$ cat src/rtl/conv_fifo_pkg.sv
package conv_fifo_pkg;
  // field positions inside the 32-bit read word
  localparam int RES_LSB = 20;
  localparam int INV_BIT = 12;
  localparam int FAC_LSB = 8;
  localparam int CH_LSB  = 0;
  localparam int BUS_W   = 32;
  localparam int LANES   = BUS_W / 8;

  typedef struct packed {
    logic push;   // store the write-side entry
    logic pop;    // retire the head entry
    logic empty;  // no valid head entry
  } fifoStrobe_t;
endpackage

$ cat src/rtl/conv_fifo_ctrl.sv
module conv_fifo_ctrl
  import conv_fifo_pkg::*;
#(
  parameter int DEPTH = 4,
  parameter int THR_W = 2,
  localparam int PTR_W = (DEPTH > 1) ? $clog2(DEPTH) : 1,
  localparam int CNT_W = $clog2(DEPTH + 1)
) (
  input  logic             clk,
  input  logic             rstN,
  input  logic             wrValid,
  input  logic             rdTopLane,
  input  logic             thrWe,
  input  logic [THR_W-1:0] thrIn,
  input  logic             irqClr,
  input  logic             ovrClr,
  output fifoStrobe_t      strobe,
  output logic [PTR_W-1:0] wrPtr,
  output logic [PTR_W-1:0] rdPtr,
  output logic [CNT_W-1:0] level,
  output logic [THR_W-1:0] thrOut,
  output logic             irqFlag,
  output logic             ovrFlag
);
  localparam logic [CNT_W-1:0] FULL_LVL = CNT_W'(DEPTH);
  localparam logic [PTR_W-1:0] LAST_PTR = PTR_W'(DEPTH - 1);

  logic             isEmpty;
  logic             isFull;
  logic             popOk;
  logic             pushOk;
  logic [CNT_W-1:0] levelAfterPop;
  logic             stageHit;
  logic             overrunHit;

  function automatic logic [PTR_W-1:0] advance(input logic [PTR_W-1:0] p);
    return (p == LAST_PTR) ? '0 : p + PTR_W'(1);
  endfunction

  always_comb begin
    isEmpty       = (level == '0);
    isFull        = (level == FULL_LVL);
    popOk         = rdTopLane && !isEmpty;
    pushOk        = wrValid && (!isFull || popOk);
    levelAfterPop = level - CNT_W'(popOk);
    stageHit      = pushOk && (levelAfterPop == CNT_W'(thrOut));
    overrunHit    = wrValid && isFull && !popOk;
    strobe.push   = pushOk;
    strobe.pop    = popOk;
    strobe.empty  = isEmpty;
  end

  always_ff @(posedge clk or negedge rstN) begin
    if (!rstN) begin
      wrPtr <= '0;
      rdPtr <= '0;
      level <= '0;
    end else begin
      if (pushOk) wrPtr <= advance(wrPtr);
      if (popOk)  rdPtr <= advance(rdPtr);
      level <= levelAfterPop + CNT_W'(pushOk);
    end
  end

  always_ff @(posedge clk or negedge rstN) begin
    if (!rstN) begin
      thrOut  <= '0;
      irqFlag <= 1'b0;
      ovrFlag <= 1'b0;
    end else begin
      if (thrWe) thrOut <= thrIn;
      irqFlag <= stageHit || (irqFlag && !irqClr);
      ovrFlag <= overrunHit || (ovrFlag && !ovrClr);
    end
  end
endmodule

$ cat src/rtl/conv_fifo_dp.sv
module conv_fifo_dp
  import conv_fifo_pkg::*;
#(
  parameter int DEPTH = 4,
  parameter int RES_W = 12,
  parameter int FAC_W = 3,
  parameter int CH_W  = 5,
  localparam int PTR_W = (DEPTH > 1) ? $clog2(DEPTH) : 1
) (
  input  logic             clk,
  input  fifoStrobe_t      strobe,
  input  logic [PTR_W-1:0] wrPtr,
  input  logic [PTR_W-1:0] rdPtr,
  input  logic [RES_W-1:0] wrResult,
  input  logic [FAC_W-1:0] wrFactor,
  input  logic [CH_W-1:0]  wrChan,
  input  logic [LANES-1:0] laneEn,
  output logic [BUS_W-1:0] rdData
);
  localparam int ENT_W = RES_W + FAC_W + CH_W;

  logic [ENT_W-1:0] store [DEPTH];
  logic [ENT_W-1:0] head;
  logic [BUS_W-1:0] packed_word;

  always_ff @(posedge clk) begin
    if (strobe.push) store[wrPtr] <= {wrResult, wrFactor, wrChan};
  end

  assign head = store[rdPtr];

  always_comb begin
    packed_word = '0;
    if (strobe.empty) begin
      packed_word[INV_BIT] = 1'b1;
    end else begin
      packed_word[RES_LSB +: RES_W] = head[ENT_W-1 -: RES_W];
      packed_word[FAC_LSB +: FAC_W] = head[CH_W +: FAC_W];
      packed_word[CH_LSB  +: CH_W]  = head[CH_W-1:0];
    end
  end

  for (genvar lane = 0; lane < LANES; lane++) begin : gLane
    assign rdData[lane*8 +: 8] = laneEn[lane] ? packed_word[lane*8 +: 8] : 8'h00;
  end
endmodule

$ cat src/rtl/conv_fifo.sv
module conv_fifo
  import conv_fifo_pkg::*;
#(
  parameter int DEPTH = 4,
  parameter int RES_W = 12,
  parameter int FAC_W = 3,
  parameter int CH_W  = 5,
  localparam int THR_W = (DEPTH > 1) ? $clog2(DEPTH) : 1,
  localparam int PTR_W = (DEPTH > 1) ? $clog2(DEPTH) : 1,
  localparam int CNT_W = $clog2(DEPTH + 1)
) (
  input  logic             clk,
  input  logic             rstN,
  input  logic             wrValid,
  input  logic [RES_W-1:0] wrResult,
  input  logic [FAC_W-1:0] wrFactor,
  input  logic [CH_W-1:0]  wrChan,
  input  logic             rdStrobe,
  input  logic [LANES-1:0] rdByteEn,
  output logic [BUS_W-1:0] rdData,
  input  logic             thrWe,
  input  logic [THR_W-1:0] thrIn,
  output logic [THR_W-1:0] thrOut,
  input  logic             irqClr,
  output logic             irqFlag,
  input  logic             ovrClr,
  output logic             ovrFlag
);
  fifoStrobe_t      strobe;
  logic [PTR_W-1:0] wrPtr;
  logic [PTR_W-1:0] rdPtr;
  logic [CNT_W-1:0] fillLevel;
  logic             rdTopLane;

  // a read pops only when it covers the most significant byte lane
  assign rdTopLane = rdStrobe && rdByteEn[LANES-1];

  conv_fifo_ctrl #(.DEPTH(DEPTH), .THR_W(THR_W)) uCtrl (
    .clk(clk), .rstN(rstN), .wrValid(wrValid), .rdTopLane(rdTopLane),
    .thrWe(thrWe), .thrIn(thrIn), .irqClr(irqClr), .ovrClr(ovrClr),
    .strobe(strobe), .wrPtr(wrPtr), .rdPtr(rdPtr), .level(fillLevel),
    .thrOut(thrOut), .irqFlag(irqFlag), .ovrFlag(ovrFlag)
  );

  conv_fifo_dp #(.DEPTH(DEPTH), .RES_W(RES_W), .FAC_W(FAC_W), .CH_W(CH_W)) uDp (
    .clk(clk), .strobe(strobe), .wrPtr(wrPtr), .rdPtr(rdPtr),
    .wrResult(wrResult), .wrFactor(wrFactor), .wrChan(wrChan),
    .laneEn(rdByteEn), .rdData(rdData)
  );
endmodule

$ cat config.mk
export PLATFORM = sky130hd
export DESIGN_NAME = conv_fifo
export DESIGN_NICKNAME = d
export VERILOG_FILES = /design/src/rtl/conv_fifo_pkg.sv /design/src/rtl/conv_fifo_ctrl.sv /design/src/rtl/conv_fifo_dp.sv /design/src/rtl/conv_fifo.sv
export SDC_FILE = /design/constraint.sdc
export NUM_CORES = 1
export LEC_CHECK = 0
export BUFFER_PORTS_ARGS = -buffer_cell sky130_fd_sc_hd__buf_2
export CORE_MARGIN = 1
export CORE_UTILIZATION = 45
export CTS_CLUSTER_SIZE = 30
export DETAILED_ROUTE_END_ITERATION = 12
export HOLD_SLACK_MARGIN = 0.03
export PLACE_DENSITY = 0.75
export SLEW_MARGIN = 20
export SYNTH_ARGS = -nofsm -noshare
export SYNTH_HDL_FRONTEND = slang
export SYNTH_SLANG_ARGS = --single-unit
export TNS_END_PERCENT = 20
$ cat constraint.sdc
create_clock -name clk -period 1.9 [get_ports clk]
set_clock_uncertainty 0.1 [all_clocks]
set_input_delay 0.19 -clock clk [delete_from_list [all_inputs] [get_ports clk]]
set_output_delay 0.19 -clock clk [all_outputs]
set_load 0.02 [all_outputs]
== Word level (Yosys, flattened, before mapping) ==
Memories as Yosys holds them, arrays and structs flattened.
Index checks and enable logic that the tools add are counted.

* Register bits: 11
* RAM bits: 80
* Input port bits: 33
* Output and inout bits: 36
* Logic and storage cells: 44
* Memories kept: 1

{| class="wikitable"
|+ Memories
! memory !! words !! bits a word !! read ports !! clocked after memory_dff !! write ports !! RTL line !! source
|-
| uDp.store || 4 || 20 || 1 || 0 || 1 || conv_fifo_dp.sv:22 || <nowiki>logic [ENT_W-1:0] store [DEPTH];</nowiki>
|}

* Add/sub/neg operators: 4
* Equal/unequal tests: 4
* Muxes and demuxes: 12
* Reduce and logical (&&, ||, !) cells: 17

{| class="wikitable"
|+ Operator list
! operator !! number
|-
| 8-bit two-way mux || 2
|-
| 5-bit two-way mux || 3
|-
| 12-bit two-way mux || 1
|-
| 1-bit logical AND || 8
|-
| 1-bit logical NOT || 5
|-
| 2-bit by 1-bit adder with 2-bit output, second input constant || 2
|-
| 2-bit == test, second input constant || 2
|-
| 2-bit two-way mux || 2
|-
| 3-bit by 1-bit adder with 3-bit output || 1
|-
| 3-bit by 2-bit == test with 1-bit output || 1
|-
| 3-bit == test, second input constant || 1
|-
| 3-bit logical NOT || 1
|-
| 1-bit logical OR || 3
|-
| 1-bit two-way mux || 3
|-
| 3-bit two-way mux || 1
|-
| 3-bit by 1-bit subtractor with 3-bit output || 1
|}

== Longest topological paths before layout ==
* Depth in word-level cells: 7
* Gate-level depth with buffers: 8

== By module ==
From an unflattened synthesis, not the netlist that was laid out.

* Cells, all modules: 216
* Area total of the unflattened synthesis: 3776.1 um^2

{| class="wikitable"
|+ By module, submodules not included
! module !! times used !! cells an instance !! area each (um^2) !! seq. area each (um^2)
|-
| conv_fifo_dp || 1 || 167 || 3173.0 || 2402.3
|-
| conv_fifo_ctrl || 1 || 48 || 596.8 || 275.3
|-
| conv_fifo || 1 || 1 || 6.3 || 0.0
|}

== Worst setup path before layout ==
OpenSTA, ideal clock, no wires.

* Path kind: reg2reg
* From: register uCtrl.level[2]
* To: register uCtrl.irqFlag
* Library setup time: 120 ps
* Data arrival time: 1795 ps
* Required time: 1680 ps
* Slack: -115 ps
* Cell stages (with the launch flop): 8
* Path buffers: 0
* Clock period less this slack: 2015 ps
* Cells stage by stage: dfrtp_1 -> or3_1 -> nand3_1 -> inv_1 -> ha_1 -> ha_1 -> xor2_1 -> a41o_1

* Word-level cells in the longest chain between the ends: 7
* Elaborated cells on any way between the ends: 11
* Those cells by class: add/sub: 1; eq/ne: 2; reduce/logical: 8

{| class="wikitable"
|+ RTL lines
! what !! RTL line !! source
|-
| start, declared || conv_fifo_ctrl.sv:20 || <nowiki>output logic [CNT_W-1:0] level,</nowiki>
|-
| start signal, assigned || conv_fifo_ctrl.sv:61 || <nowiki>level <= levelAfterPop + CNT_W'(pushOk);</nowiki>
|-
| 3-bit logical NOT (*) || conv_fifo_ctrl.sv:41 || <nowiki>isEmpty = (level == '0);</nowiki>
|-
| 1-bit logical NOT (*) || conv_fifo_ctrl.sv:43 || <nowiki>popOk = rdTopLane && !isEmpty;</nowiki>
|-
| 1-bit logical AND (*) || conv_fifo_ctrl.sv:43 ||
|-
| via uCtrl.popOk || conv_fifo_ctrl.sv:30 || <nowiki>logic popOk;</nowiki>
|-
| 3-bit by 1-bit subtractor with 3-bit output / 1-bit logical OR (equally long branches) || conv_fifo_ctrl.sv:45, conv_fifo_ctrl.sv:44 ||
|-
| 3-bit by 2-bit == test with 1-bit output / 1-bit logical AND (equally long branches) || conv_fifo_ctrl.sv:46, conv_fifo_ctrl.sv:44 ||
|-
| 1-bit logical AND (*) || conv_fifo_ctrl.sv:46 || <nowiki>stageHit = pushOk && (levelAfterPop == CNT_W'(thrOut));</nowiki>
|-
| 1-bit logical OR (*) || conv_fifo_ctrl.sv:72 || <nowiki>irqFlag <= stageHit || (irqFlag && !irqClr);</nowiki>
|-
| end signal, assigned || conv_fifo_ctrl.sv:72 ||
|-
| end, declared || conv_fifo_ctrl.sv:22 || <nowiki>output logic irqFlag,</nowiki>
|}

The timed path passes the listed nets; every way through them passes the cells marked *.
A chain may end at the register's enable or synchronous reset.

== Worst setup path after layout ==
* From: register uCtrl.rdPtr[0]
* To: output rdData[25]

* Word-level cells in the longest chain between the ends: 3

{| class="wikitable"
|+ RTL lines
! what !! RTL line !! source
|-
| start, declared || conv_fifo_ctrl.sv:19 || <nowiki>output logic [PTR_W-1:0] rdPtr,</nowiki>
|-
| start signal, assigned || conv_fifo_ctrl.sv:60 || <nowiki>if (popOk) rdPtr <= advance(rdPtr);</nowiki>
|-
| memory read 4 x 20 bit || -- ||
|-
| 12-bit two-way mux || conv_fifo_dp.sv:34 || <nowiki>if (strobe.empty) begin</nowiki>
|-
| 8-bit two-way mux || conv_fifo_dp.sv:44 || <nowiki>assign rdData[lane*8 +: 8] = laneEn[lane] ? packed_word[lane*8 +: 8] : 8'h00;</nowiki>
|-
| end, declared || conv_fifo.sv:20 || <nowiki>output logic [BUS_W-1:0] rdData,</nowiki>
|}

No other way between the ends.

==> metrics.md <==
| Metric | Value |
|---|---|
| Result of the run | `complete, but fails checks` |
| Failing checks | `negative setup slack` |
| R2R Path Start | `uCtrl.level[1]$_DFF_PN0_` |
| Largest stage delay on the critical path | `0.49 ns` |
| Crit path capture type | `output port` |
| Number of flip-flops and latches in the synthesized netlist | `91` |
| Critical path required time | `~1.6 ns` |
| # nets final | `344` |
| Number of inserted filler cells in the final layout | `567` |
| Type of the tightest min-delay check | `in2reg` |
| Maximum resistive drop on vdd | `about 0.00099 V` |
| Port Buf Inserts | `57` |
| Root buf cell | `sky130_fd_sc_hd__clkbuf_8` |
| Gr usage total | `18.11%` |
| Placed wire-length estimate | `about 4.5 mm` |
| Number of clock sinks | `91` |
| Sequential element share of the synthesized area | `a little under three quarters` |
| Area Growth Syn to Fin | `33.97%` |
| Die Width | `93.20 um` |
| Worst Setup Path Type | `reg2out` |
| Highest clock rate | `between 0.4 and 0.5 GHz` |
| Wirelength per Cell | `17.76 um` |
| Slack of the worst reg-to-reg path | `-0.01 ns` |
| Final period utilization | `112.4%` |
| Die Outline Area | `between 8000 and 9000 sq um` |
| Worst path arrival time | `1.85 ns` |
| Leakage power | `approximately 0.002 uW` |
| # DRC | `0` |
| Post-detailed-routing wire length | `7.265 mm` |
| Setup slack after layout | `-0.2353 ns` |
| Crit path max-delay cell type | `sky130_fd_sc_hd__mux4_2` |
| First-pass iteration count of the detailed router | `4` |
| Violation count after the first detailed-routing iteration | `a little under 100` |
| Final hold violation count | `0` |
| Residual antenna-violating net count after detailed routing | `0` |
| Cell depth of the worst hold path | `3` |
| Vertical die dimension | `between 90 and 100 um` |
| Number of pins with negative max-slew slack in the final report | `0` |
| Overflow left after global routing | `0` |
| Average size of a mapped cell | `about 19 sq um` |
| Global-route wire length before repair | `between 10 and 15 mm` |
| Via count of the first global-routing pass | `between 2,000 and 2,500` |
| Maximum net fanout on the critical path | `5` |
| Total non-filler cell area in the finished layout | `5014 sq um` |
| Crit path launch | `uCtrl.rdPtr[0]$_DFFE_PN0P_` |
| Clock buffers created by TritonCTS | `9` |
| FP Rows | `32` |
| Clock buffer depth | `2` |
| Number of top-level design ports | `just under 70` |
| Number of vias per cell | `approximately 5.0` |
| Fraction of layout cells with a size suffix above 1 | `44.63%` |
| Total of endpoints with negative setup slack in the final report | `21` |
| Routability congestion estimate from global placement | `around 0.75` |
| Instance area at placement | `between 4000 and 5000 sq um` |
| Capture point of the worst reg-to-reg path | `uCtrl.level[2]$_DFF_PN0_` |
| Power density cells | `between 1000 and 1500 nW/um^2` |
| Worst setup timing slack at the placement stage | `about 0.0066 ns` |
| Startpoint types | `flop` |
| Cell-by-cell trace of the critical path | `buf_12 > buf_12 > mux4_2 > and3_4 > buf_6` |
| Mapped Cells | `194` |
| Starting utilization of the core area | `between 40% and 50%` |
| TNS Setup | `-4.107 ns` |
| Total vias in the final route | `2,051` |
| Cell seen most often among critical-path stages | `sky130_fd_sc_hd__buf_12` |
| TritonCTS clock tree | `yes` |
| Number of warnings reported in the yosys synthesis log | `0` |
| Number of antenna violations at the first check in global routing | `0` |
| CP Capture Point | `rdData[25]` |
| Core Region | `just under 8000 sq um` |
| Tmin final | `roughly 2.1 ns` |
| Total inserted antenna cells | `0` |
| Post-Synthesis Cell Area | `3742 sq um` |
| Pin count of the biggest net entering global routing | `23` |
| Clock Latency Late Sink | `roughly 0.34 ns` |
| Number of max-capacitance violations reported | `0` |
| Clock slew seen by the registers of the worst setup and hold paths | `0.09 ns` |
| WHS | `roughly 0.084 ns` |
| CTS HTree Levels | `3` |
| Setup repair after global routing missed its margin | `true` |
| Number of library cell types mapped by synthesis | `25` |
| R2R depth | `8` |
[cell usage after synthesis]
| library cell | n | area [sq um] |
|---|---|---|
| sky130_fd_sc_hd__xnor2_1 | 2 | 17.52 |
| sky130_fd_sc_hd__inv_1 | 10 | 37.54 |
| sky130_fd_sc_hd__clkbuf_1 | 3 | 11.26 |
| sky130_fd_sc_hd__mux4_2 | 18 | 405.4 |
| sky130_fd_sc_hd__a31oi_4 | 1 | 21.27 |
| sky130_fd_sc_hd__mux4_1 | 2 | 52.55 |
| sky130_fd_sc_hd__and3_1 | 20 | 125.1 |
| sky130_fd_sc_hd__nand4_1 | 1 | 6.260 |
| sky130_fd_sc_hd__mux2_2 | 6 | 67.56 |
| sky130_fd_sc_hd__a41o_1 | 1 | 10.01 |
| sky130_fd_sc_hd__and2_1 | 4 | 25.02 |
| sky130_fd_sc_hd__dfrtp_1 | 11 | 275.3 |
| sky130_fd_sc_hd__ha_1 | 9 | 112.6 |
| sky130_fd_sc_hd__edfxtp_1 | 80 | 2402 |
| sky130_fd_sc_hd__xor2_1 | 2 | 17.52 |
| sky130_fd_sc_hd__nor2b_1 | 1 | 6.260 |
| sky130_fd_sc_hd__nor2_1 | 4 | 15.01 |
| sky130_fd_sc_hd__buf_6 | 2 | 22.52 |
| sky130_fd_sc_hd__nand3_1 | 1 | 5.000 |
| sky130_fd_sc_hd__or3_1 | 1 | 6.260 |
| sky130_fd_sc_hd__conb_1 | 1 | 3.750 |
| sky130_fd_sc_hd__buf_2 | 1 | 5.000 |
| sky130_fd_sc_hd__buf_4 | 11 | 82.58 |
| sky130_fd_sc_hd__nand2_1 | 1 | 3.750 |
| sky130_fd_sc_hd__o21ai_0 | 1 | 5.000 |
[report_power, final]
part,switching (uW),internal (uW),total [uW],leakage [uW]
clock,677,750,1430,0.000110
combinational,1340,1580,2920,0.000986
sequential,162,2650,2810,0.000865
[sequential cells by signal (all words and copies together) (netlist names)]
signal         count
uCtrl.ovrFlag      1
uCtrl.irqFlag      1
uCtrl.wrPtr        2
uCtrl.rdPtr        2
uDp.store         80
uCtrl.level        3
uCtrl.thrOut       2
[metal layers]
layer / part of all wire [%] / track usage [%]
met5: 0 / 0
met4: 0.66 / 3.462
met3: 5.3 / 4.634
met2: 51 / 32.05
met1: 43 / 22.67
[cells by family (layout without fill, tap and decap cells)]
kind of cell / Yosys count / in the layout / share of synthesized area (%)
muxes: 26 / 26 / 14.04
buffers and inverters: 27 / 130 / 4.246
other: 1 / 11 / 0.1002
xor gates and xnor gates: 4 / 4 / 0.9363
AOI/OAI and AO/OA: 3 / 3 / 0.9694
adders and majority gates: 9 / 9 / 3.009
and+or+nand+nor: 33 / 33 / 5.149
DFF: 91 / 91 / 71.55
[metrics by stage]
| stage | power [uW] | util (%) | std cells |
|---|---|---|---|
| final | 7164 | 63.56 | 409 |
| after global routing | 7538 | 63.56 | 409 |
| after CTS | 7202 | 63.26 | 409 |
| after detailed placement | 5282 | 54.57 | 361 |
| after global placement | 5195 | 54.57 | 361 |
| after floorplan | 4426 | - | 204 |
[how the worst min path moves through the flow]
stage	start	end	slack, ns
2_1_floorplan	rstN	uCtrl.irqFlag$_DFF_PN0_	-0.21
3_3_place_gp	rstN	uCtrl.ovrFlag$_DFF_PN0_	-0.02
3_5_place_dp	rstN	uCtrl.ovrFlag$_DFF_PN0_	-0.01
4_1_cts	irqClr	uCtrl.irqFlag$_DFF_PN0_	0.07
5_1_grt	irqClr	uCtrl.irqFlag$_DFF_PN0_	0.08
6_report	irqClr	uCtrl.irqFlag$_DFF_PN0_	0.08
[cell type report]
cell class / count / area, sq um / share of cell area, %
Inverter: 10 / 37.54 / 0.7487
Multi-Input combinational cell: 86 / 1033 / 20.61
Clock buffer: 9 / 123.9 / 2.471
Tap cell: 102 / 127.6 / 2.546
Sequential cell: 91 / 2679 / 53.43
Clock inverter: 7 / 98.84 / 1.972
Timing Repair Buffer: 104 / 913.4 / 18.22
[critical path, delay by kind of cell, from the launching register on]
| family | cells | cell delay (ns) |
|---|---|---|
| flops | 1 | 0.45 |
| mux | 1 | 0.49 |
| simple gates | 1 | 0.17 |
| buf+inv | 3 | 0.39 |
[cell usage in the layout, fill, tap and decap left out, types with 4 or more instances in the layout]
master,count
sky130_fd_sc_hd__dfrtp_1,10
sky130_fd_sc_hd__mux2_2,6
sky130_fd_sc_hd__mux4_2,20
sky130_fd_sc_hd__buf_12,9
sky130_fd_sc_hd__ha_1,6
sky130_fd_sc_hd__buf_2,47
sky130_fd_sc_hd__edfxtp_1,80
sky130_fd_sc_hd__and3_4,9
sky130_fd_sc_hd__nor2_1,4
sky130_fd_sc_hd__and2_1,4
sky130_fd_sc_hd__buf_4,8
sky130_fd_sc_hd__conb_1,11
sky130_fd_sc_hd__buf_6,10
sky130_fd_sc_hd__clkbuf_8,9
sky130_fd_sc_hd__and3_1,11
sky130_fd_sc_hd__dlygate4sd3_1,27
sky130_fd_sc_hd__inv_1,9
[repair_timing]
item | 4_1_cts | 5_1_grt
buffers inserted | 4 | 0
setup endpoints to repair | 21 | 24
hold buffers | 27 | 0
gates resized for setup | 32 | 7
pin swaps | 7 | 2
hold endpoints to repair | 94 | 0
gates cloned | 1 | 0
Power figures use the tool's default switching activity.
